### config.mk
export PLATFORM = sky130hd
export DESIGN_NAME = sram_window_bridge
export DESIGN_NICKNAME = d
export VERILOG_FILES = /design/src/rtl/swb_pkg.sv /design/src/rtl/swb_decode.sv /design/src/rtl/swb_ctrl.sv /design/src/rtl/sram_window_bridge.sv
export SDC_FILE = /design/constraint.sdc
export NUM_CORES = 1
export LEC_CHECK = 0
export BUFFER_PORTS_ARGS = -buffer_cell sky130_fd_sc_hd__buf_2
export CORE_ASPECT_RATIO = 1.4
export CORE_MARGIN = 3
export CORE_UTILIZATION = 26
export DETAILED_ROUTE_END_ITERATION = 7
export GPL_TIMING_DRIVEN = 0
export PLACE_DENSITY = 0.61
export REMOVE_ABC_BUFFERS = 1
export SYNTH_ARGS = -nofsm -noshare
export SYNTH_HDL_FRONTEND = slang
export SYNTH_SLANG_ARGS = --single-unit
### constraint.sdc
create_clock -name clk -period 6.7 [get_ports clk]
set_clock_uncertainty 0.1 [all_clocks]
set_input_delay 1.34 -clock clk [delete_from_list [all_inputs] [get_ports clk]]
set_output_delay 1.34 -clock clk [all_outputs]
set_load 0.05 [all_outputs]
### src/rtl/swb_pkg.sv
package swb_pkg;

  typedef enum logic [1:0] {
    SWB_RW = 2'd0,
    SWB_RO = 2'd1,
    SWB_WO = 2'd2
  } swb_mode_e;

  typedef enum logic [1:0] {
    ST_IDLE = 2'd0,
    ST_ADDR = 2'd1,
    ST_WAIT = 2'd2
  } swb_state_e;

  function automatic bit mode_writes(swb_mode_e m);
    return m != SWB_RO;
  endfunction

  function automatic bit mode_reads(swb_mode_e m);
    return m != SWB_WO;
  endfunction

  // byte address inside [base, base + span)
  function automatic logic win_hit(logic [31:0] a, logic [31:0] base, logic [31:0] span);
    return (a >= base) && ((a - base) < span);
  endfunction

  // word index within the window
  function automatic logic [31:0] win_elem(logic [31:0] a, logic [31:0] base);
    return (a - base) >> 2;
  endfunction

endpackage

### src/rtl/swb_decode.sv
module swb_decode
  import swb_pkg::*;
#(
  parameter logic [31:0] BASE_ADDR = 32'h0000_0100,
  parameter int          DEPTH     = 16,
  parameter int          IDX_W     = 4
) (
  input  logic [31:0]      addr,
  output logic             hit,
  output logic [IDX_W-1:0] idx
);
  localparam logic [31:0] SPAN = 32'(DEPTH * 4);

  logic [31:0] elem_full;

  always_comb begin
    hit       = win_hit(addr, BASE_ADDR, SPAN);
    elem_full = win_elem(addr, BASE_ADDR);
    idx       = elem_full[IDX_W-1:0];
  end
endmodule

### src/rtl/swb_ctrl.sv
module swb_ctrl
  import swb_pkg::*;
#(
  parameter swb_mode_e MODE  = SWB_RW,
  parameter int        IDX_W = 4,
  parameter int        DW    = 32,
  parameter int        BW    = DW / 8
) (
  input  logic             clk,
  input  logic             rst_n,
  input  logic             req_valid,
  input  logic             req_write,
  input  logic             hit,
  input  logic [IDX_W-1:0] idx,
  input  logic [DW-1:0]    req_wdata,
  input  logic [BW-1:0]    req_strb,
  input  logic [DW-1:0]    mem_rdata,
  output logic             req_done,
  output logic [DW-1:0]    req_rdata,
  output logic [IDX_W-1:0] mem_addr,
  output logic [DW-1:0]    mem_wdata,
  output logic [BW-1:0]    mem_wen
);
  localparam bit WR_OK = mode_writes(MODE);
  localparam bit RD_OK = mode_reads(MODE);

  swb_state_e state;
  logic       idle;
  logic       accept;
  logic       wr_go;
  logic       rd_go;
  logic       blk_go;

  always_comb begin
    idle   = (state == ST_IDLE);
    accept = req_valid && hit && idle;
    wr_go  = accept && req_write && WR_OK;
    rd_go  = accept && !req_write && RD_OK;
    blk_go = accept && !wr_go && !rd_go;
  end

  always_ff @(posedge clk) begin
    if (!rst_n) begin
      state     <= ST_IDLE;
      mem_addr  <= '0;
      mem_wdata <= '0;
      mem_wen   <= '0;
      req_done  <= 1'b0;
      req_rdata <= '0;
    end else begin
      mem_wen  <= wr_go ? req_strb : '0;
      req_done <= 1'b0;
      if (wr_go || rd_go) mem_addr <= idx;
      if (wr_go) begin
        mem_wdata <= req_wdata;
        req_done  <= 1'b1;
      end
      if (blk_go) begin
        req_done <= 1'b1;
        if (!req_write) req_rdata <= '0;
      end
      unique case (state)
        ST_IDLE: if (rd_go) state <= ST_ADDR;
        ST_ADDR: state <= ST_WAIT;
        ST_WAIT: begin
          req_rdata <= mem_rdata;
          req_done  <= 1'b1;
          state     <= ST_IDLE;
        end
        default: state <= ST_IDLE;
      endcase
    end
  end


  miss_quiet_chk: assert property (@(posedge clk) disable iff (!rst_n)
    (req_valid && !hit && idle) |=> (!req_done && mem_wen == '0));


  wen_cause_chk: assert property (@(posedge clk) disable iff (!rst_n)
    (mem_wen != '0) |-> $past(req_valid && req_write && hit));


  wr_done_chk: assert property (@(posedge clk) disable iff (!rst_n)
    (req_valid && req_write && hit && idle) |=> req_done);


  rd_capture_chk: assert property (@(posedge clk) disable iff (!rst_n)
    (state == ST_WAIT) |=> (req_done && req_rdata == $past(mem_rdata)));


  rd_addr_hold_chk: assert property (@(posedge clk) disable iff (!rst_n)
    (state == ST_WAIT) |-> ($stable(mem_addr) && mem_wen == '0));

  generate
    if (MODE == SWB_RO) begin : g_ro_chk

      ro_no_wen_chk: assert property (@(posedge clk) disable iff (!rst_n)
        mem_wen == '0);
    end
    if (MODE == SWB_WO) begin : g_wo_chk

      wo_rd_zero_chk: assert property (@(posedge clk) disable iff (!rst_n)
        (req_valid && !req_write && hit && idle) |=> (req_done && req_rdata == '0));
    end
  endgenerate
endmodule

### src/rtl/sram_window_bridge.sv
module sram_window_bridge
  import swb_pkg::*;
#(
  parameter logic [31:0] BASE_ADDR = 32'h0000_0100,
  parameter int          DEPTH     = 16,
  parameter swb_mode_e   MODE      = SWB_RW,
  parameter int          IDX_W     = (DEPTH > 1) ? $clog2(DEPTH) : 1
) (
  input  logic             clk,
  input  logic             rst_n,
  input  logic             req_valid,
  input  logic             req_write,
  input  logic [31:0]      req_addr,
  input  logic [31:0]      req_wdata,
  input  logic [3:0]       req_strb,
  output logic             req_done,
  output logic [31:0]      req_rdata,
  output logic [IDX_W-1:0] mem_addr,
  output logic [31:0]      mem_wdata,
  output logic [3:0]       mem_wen,
  input  logic [31:0]      mem_rdata
);
  logic             win_hit_w;
  logic [IDX_W-1:0] win_idx_w;

  swb_decode #(
    .BASE_ADDR(BASE_ADDR),
    .DEPTH    (DEPTH),
    .IDX_W    (IDX_W)
  ) u_dec (
    .addr(req_addr),
    .hit (win_hit_w),
    .idx (win_idx_w)
  );

  swb_ctrl #(
    .MODE (MODE),
    .IDX_W(IDX_W),
    .DW   (32)
  ) u_ctl (
    .clk      (clk),
    .rst_n    (rst_n),
    .req_valid(req_valid),
    .req_write(req_write),
    .hit      (win_hit_w),
    .idx      (win_idx_w),
    .req_wdata(req_wdata),
    .req_strb (req_strb),
    .mem_rdata(mem_rdata),
    .req_done (req_done),
    .req_rdata(req_rdata),
    .mem_addr (mem_addr),
    .mem_wdata(mem_wdata),
    .mem_wen  (mem_wen)
  );
endmodule

==> out/results.ini <==
[run_status]
status=finished clean

[final_layout]
final_cell_mix=buf_2 (174), dfxtp_1 (75), a21oi_1 (70)
final_common_cell=buf_2
drive_gt1_share_pct=44.8
syn2layout_area_growth_pct=39.6
nets=624
num_antenna_cells=0
fin_util_pct=37.7

[clock_tree]
cts_buffers=9
cts-resized-gates=0
cts_tree=yes
htree_levels=3
hold_buffers=0
clock_latency_ps=320
root_buffer=clkbuf_16
post_cts_buffers=0
clock_sinks=75
clock_path_buffers=2
clkTransAtPathRegs_ps=70

[timing]
finalSetupViolCount=0
final-max-slew-violation-count=0
max_clock_freq_ghz=0.250
finalCriticalPeriod_ps=3990
setup_tns_ps=0
min_period_over_period_pct=59.6
max-slew-margin-rel_pct=17.6
rsz0062_at_grt=false
timing.final.hold_violations=0
max_slew.worst_pin.slew_ps=1240
whs_ps=351

[global_routing]
grt_pass1_wl_um=15600
grt_pass1_vias=3270
grt_antenna_before_repair=0
grtUsageTotal_pct=13.7
overflow=0
grt_max_degree=71

[synthesis]
netlist_instances=366
ys.flop_type=dfxtp_1
async_flop_share_pct=0
synth.avg_cell_area_um2=8.86
synth_top_cell_area_share_pct=46.3
synth-edff-count=0
synth-seq-cells=75
synth.area.top_cells=dfxtp_1 (46%), a21oi_1 (11%), o31ai_2 (10%)
netlist_area_um2=3240
synth_largest_area_cell=dfxtp_1
yosysSeqAreaShare_pct=46.3
yosys_warnings=0
synthDistinctLibCells=37

[worst_hold_path]
hold_class=reg -> reg
holdPathEnd=u_ctl.req_rdata[2]
hold_path_depth=2
min-delay-start=u_ctl.req_rdata[2]

[pwr]
powerDensity_nw_per_um2=220
ir_drop_uv=90.7
leakage_nw=1.84

[routing]
drt_iter0_drc=215
firstDrtPassIters=4
viasPerCell=4.91
routedWlPerCell_um=14.6
drcViolationCount=0
vias=3301
finalWirelength_um=9790
postRouteAntennaNets=0

[worst_setup_path]
rr_worst_depth=6
endpoint_kind=flip-flop
crit_arrival_ps=4040
r2r-end=u_ctl.mem_wdata[20]
r2r_slack_ps=4000
critPathLaunchType=primary input
worstSetupPathType=in -> reg
cp-startpoint=req_addr[10]
cp.required_ps=6750
worstPathMaxFanout=23
r2r_start=u_ctl.state[0]

[placed_design]
portBuffers=174
gp_congestion=0.731
dp_hpwl_um=7020

[die]
die-area_um2=13900
io_pins=177
core_um2=12000
start_util_pct=27.0
fp.dieW_um=100
row_count=47
die_h_um=138

[run]
drv_cap=0

-- per-stage QoR --
| stage | worst slack, ps | cell area (µm²) | std cells | power (mW) |
|---|---|---|---|---|
| after detailed placement | 2350 | 4220 | 656 | 0.512 |
| after floorplan | 2540 | 3080 | 330 | 0.472 |
| after global routing | 2590 | 4530 | 672 | 1.04 |
| after global placement | 1580 | 4130 | 651 | 0.511 |
| final | 2710 | 4530 | 672 | 0.996 |
| after CTS | 2710 | 4530 | 672 | 1.02 |
-- where the power goes --
group	switching [mW]	leakage [nW]	internal [mW]
clock network	0.199	0.145	0.295
registers	0.00000000105	0.604	0.446
logic	0.0317	1.10	0.0247
-- registers in the layout, summed over array words and instances (netlist names) --
signal,flops
u_ctl.state,2
u_ctl.req_done,1
u_ctl.req_rdata,32
u_ctl.mem_addr,4
u_ctl.mem_wdata,32
u_ctl.mem_wen,4
-- worst max path at each step --
stage	cells past startpoint	endpoint	slack (ps)
6_report	8	u_ctl.mem_wdata[20]	2710
2_1_floorplan	6	u_ctl.mem_addr[3]	2540
3_5_place_dp	8	u_ctl.mem_wdata[20]	2350
3_3_place_gp	7	u_ctl.mem_wdata[29]	1580
4_1_cts	8	u_ctl.mem_wdata[22]	2710
5_1_grt	8	u_ctl.mem_wdata[25]	2590
-- final cells by class --
cell class	count	area [µm²]
inverter	3	11.3
fill	1236	7470
clock buffer	9	225
timing repair buffer	179	947
multi-input combinational	252	1580
clock inverter	7	82.6
tap	147	184
sequential	75	1500
-- cell usage after synthesis (2+ instances only) --
library cell and n:
buf_2 2, o31ai_2 26, xor2_1 2, or4_4 2
nand2_1 64, or4_1 4, nand3_1 7, nor4_2 2
and4_1 4, mux2_2 2, o21ai_1 3, or3_1 2
nor3_1 2, o31ai_1 6, dfxtp_1 75, a21oi_1 70
o21ai_0 5, inv_1 2, nor2_1 5, nand4_1 33
buf_6 4, clkbuf_1 29
-- metal layers --
layer / track usage, % / part of all wire [%] / vias up
li1: - / - / 1639
met1: 15.1 / 40 / 1527
met2: 24.8 / 50 / 122
met3: 3.43 / 7.7 / 13
met4: 5.04 / 1.6 / 0
met5: 0 / 0 / -
-- cell families after synthesis --
kind of cell              Yosys count  share of synthesized area [%]
muxes                               2                          0.694
and+or+nand+nor                   133                           22.2
xor gates and xnor gates            2                          0.540
AOI/OAI and AO/OA                 115                           24.8
buffers and inverters              39                           5.52
DFF                                75                           46.3
-- worst max-delay path, stage by stage --
cell	delay (ps)
buf_2	100
or4_4	570
nor3_4	240
a31oi_1	200
or4_2	970
buf_12	280
o31ai_2	240
a21oi_1	100
(Power assumes the default switching activity.)
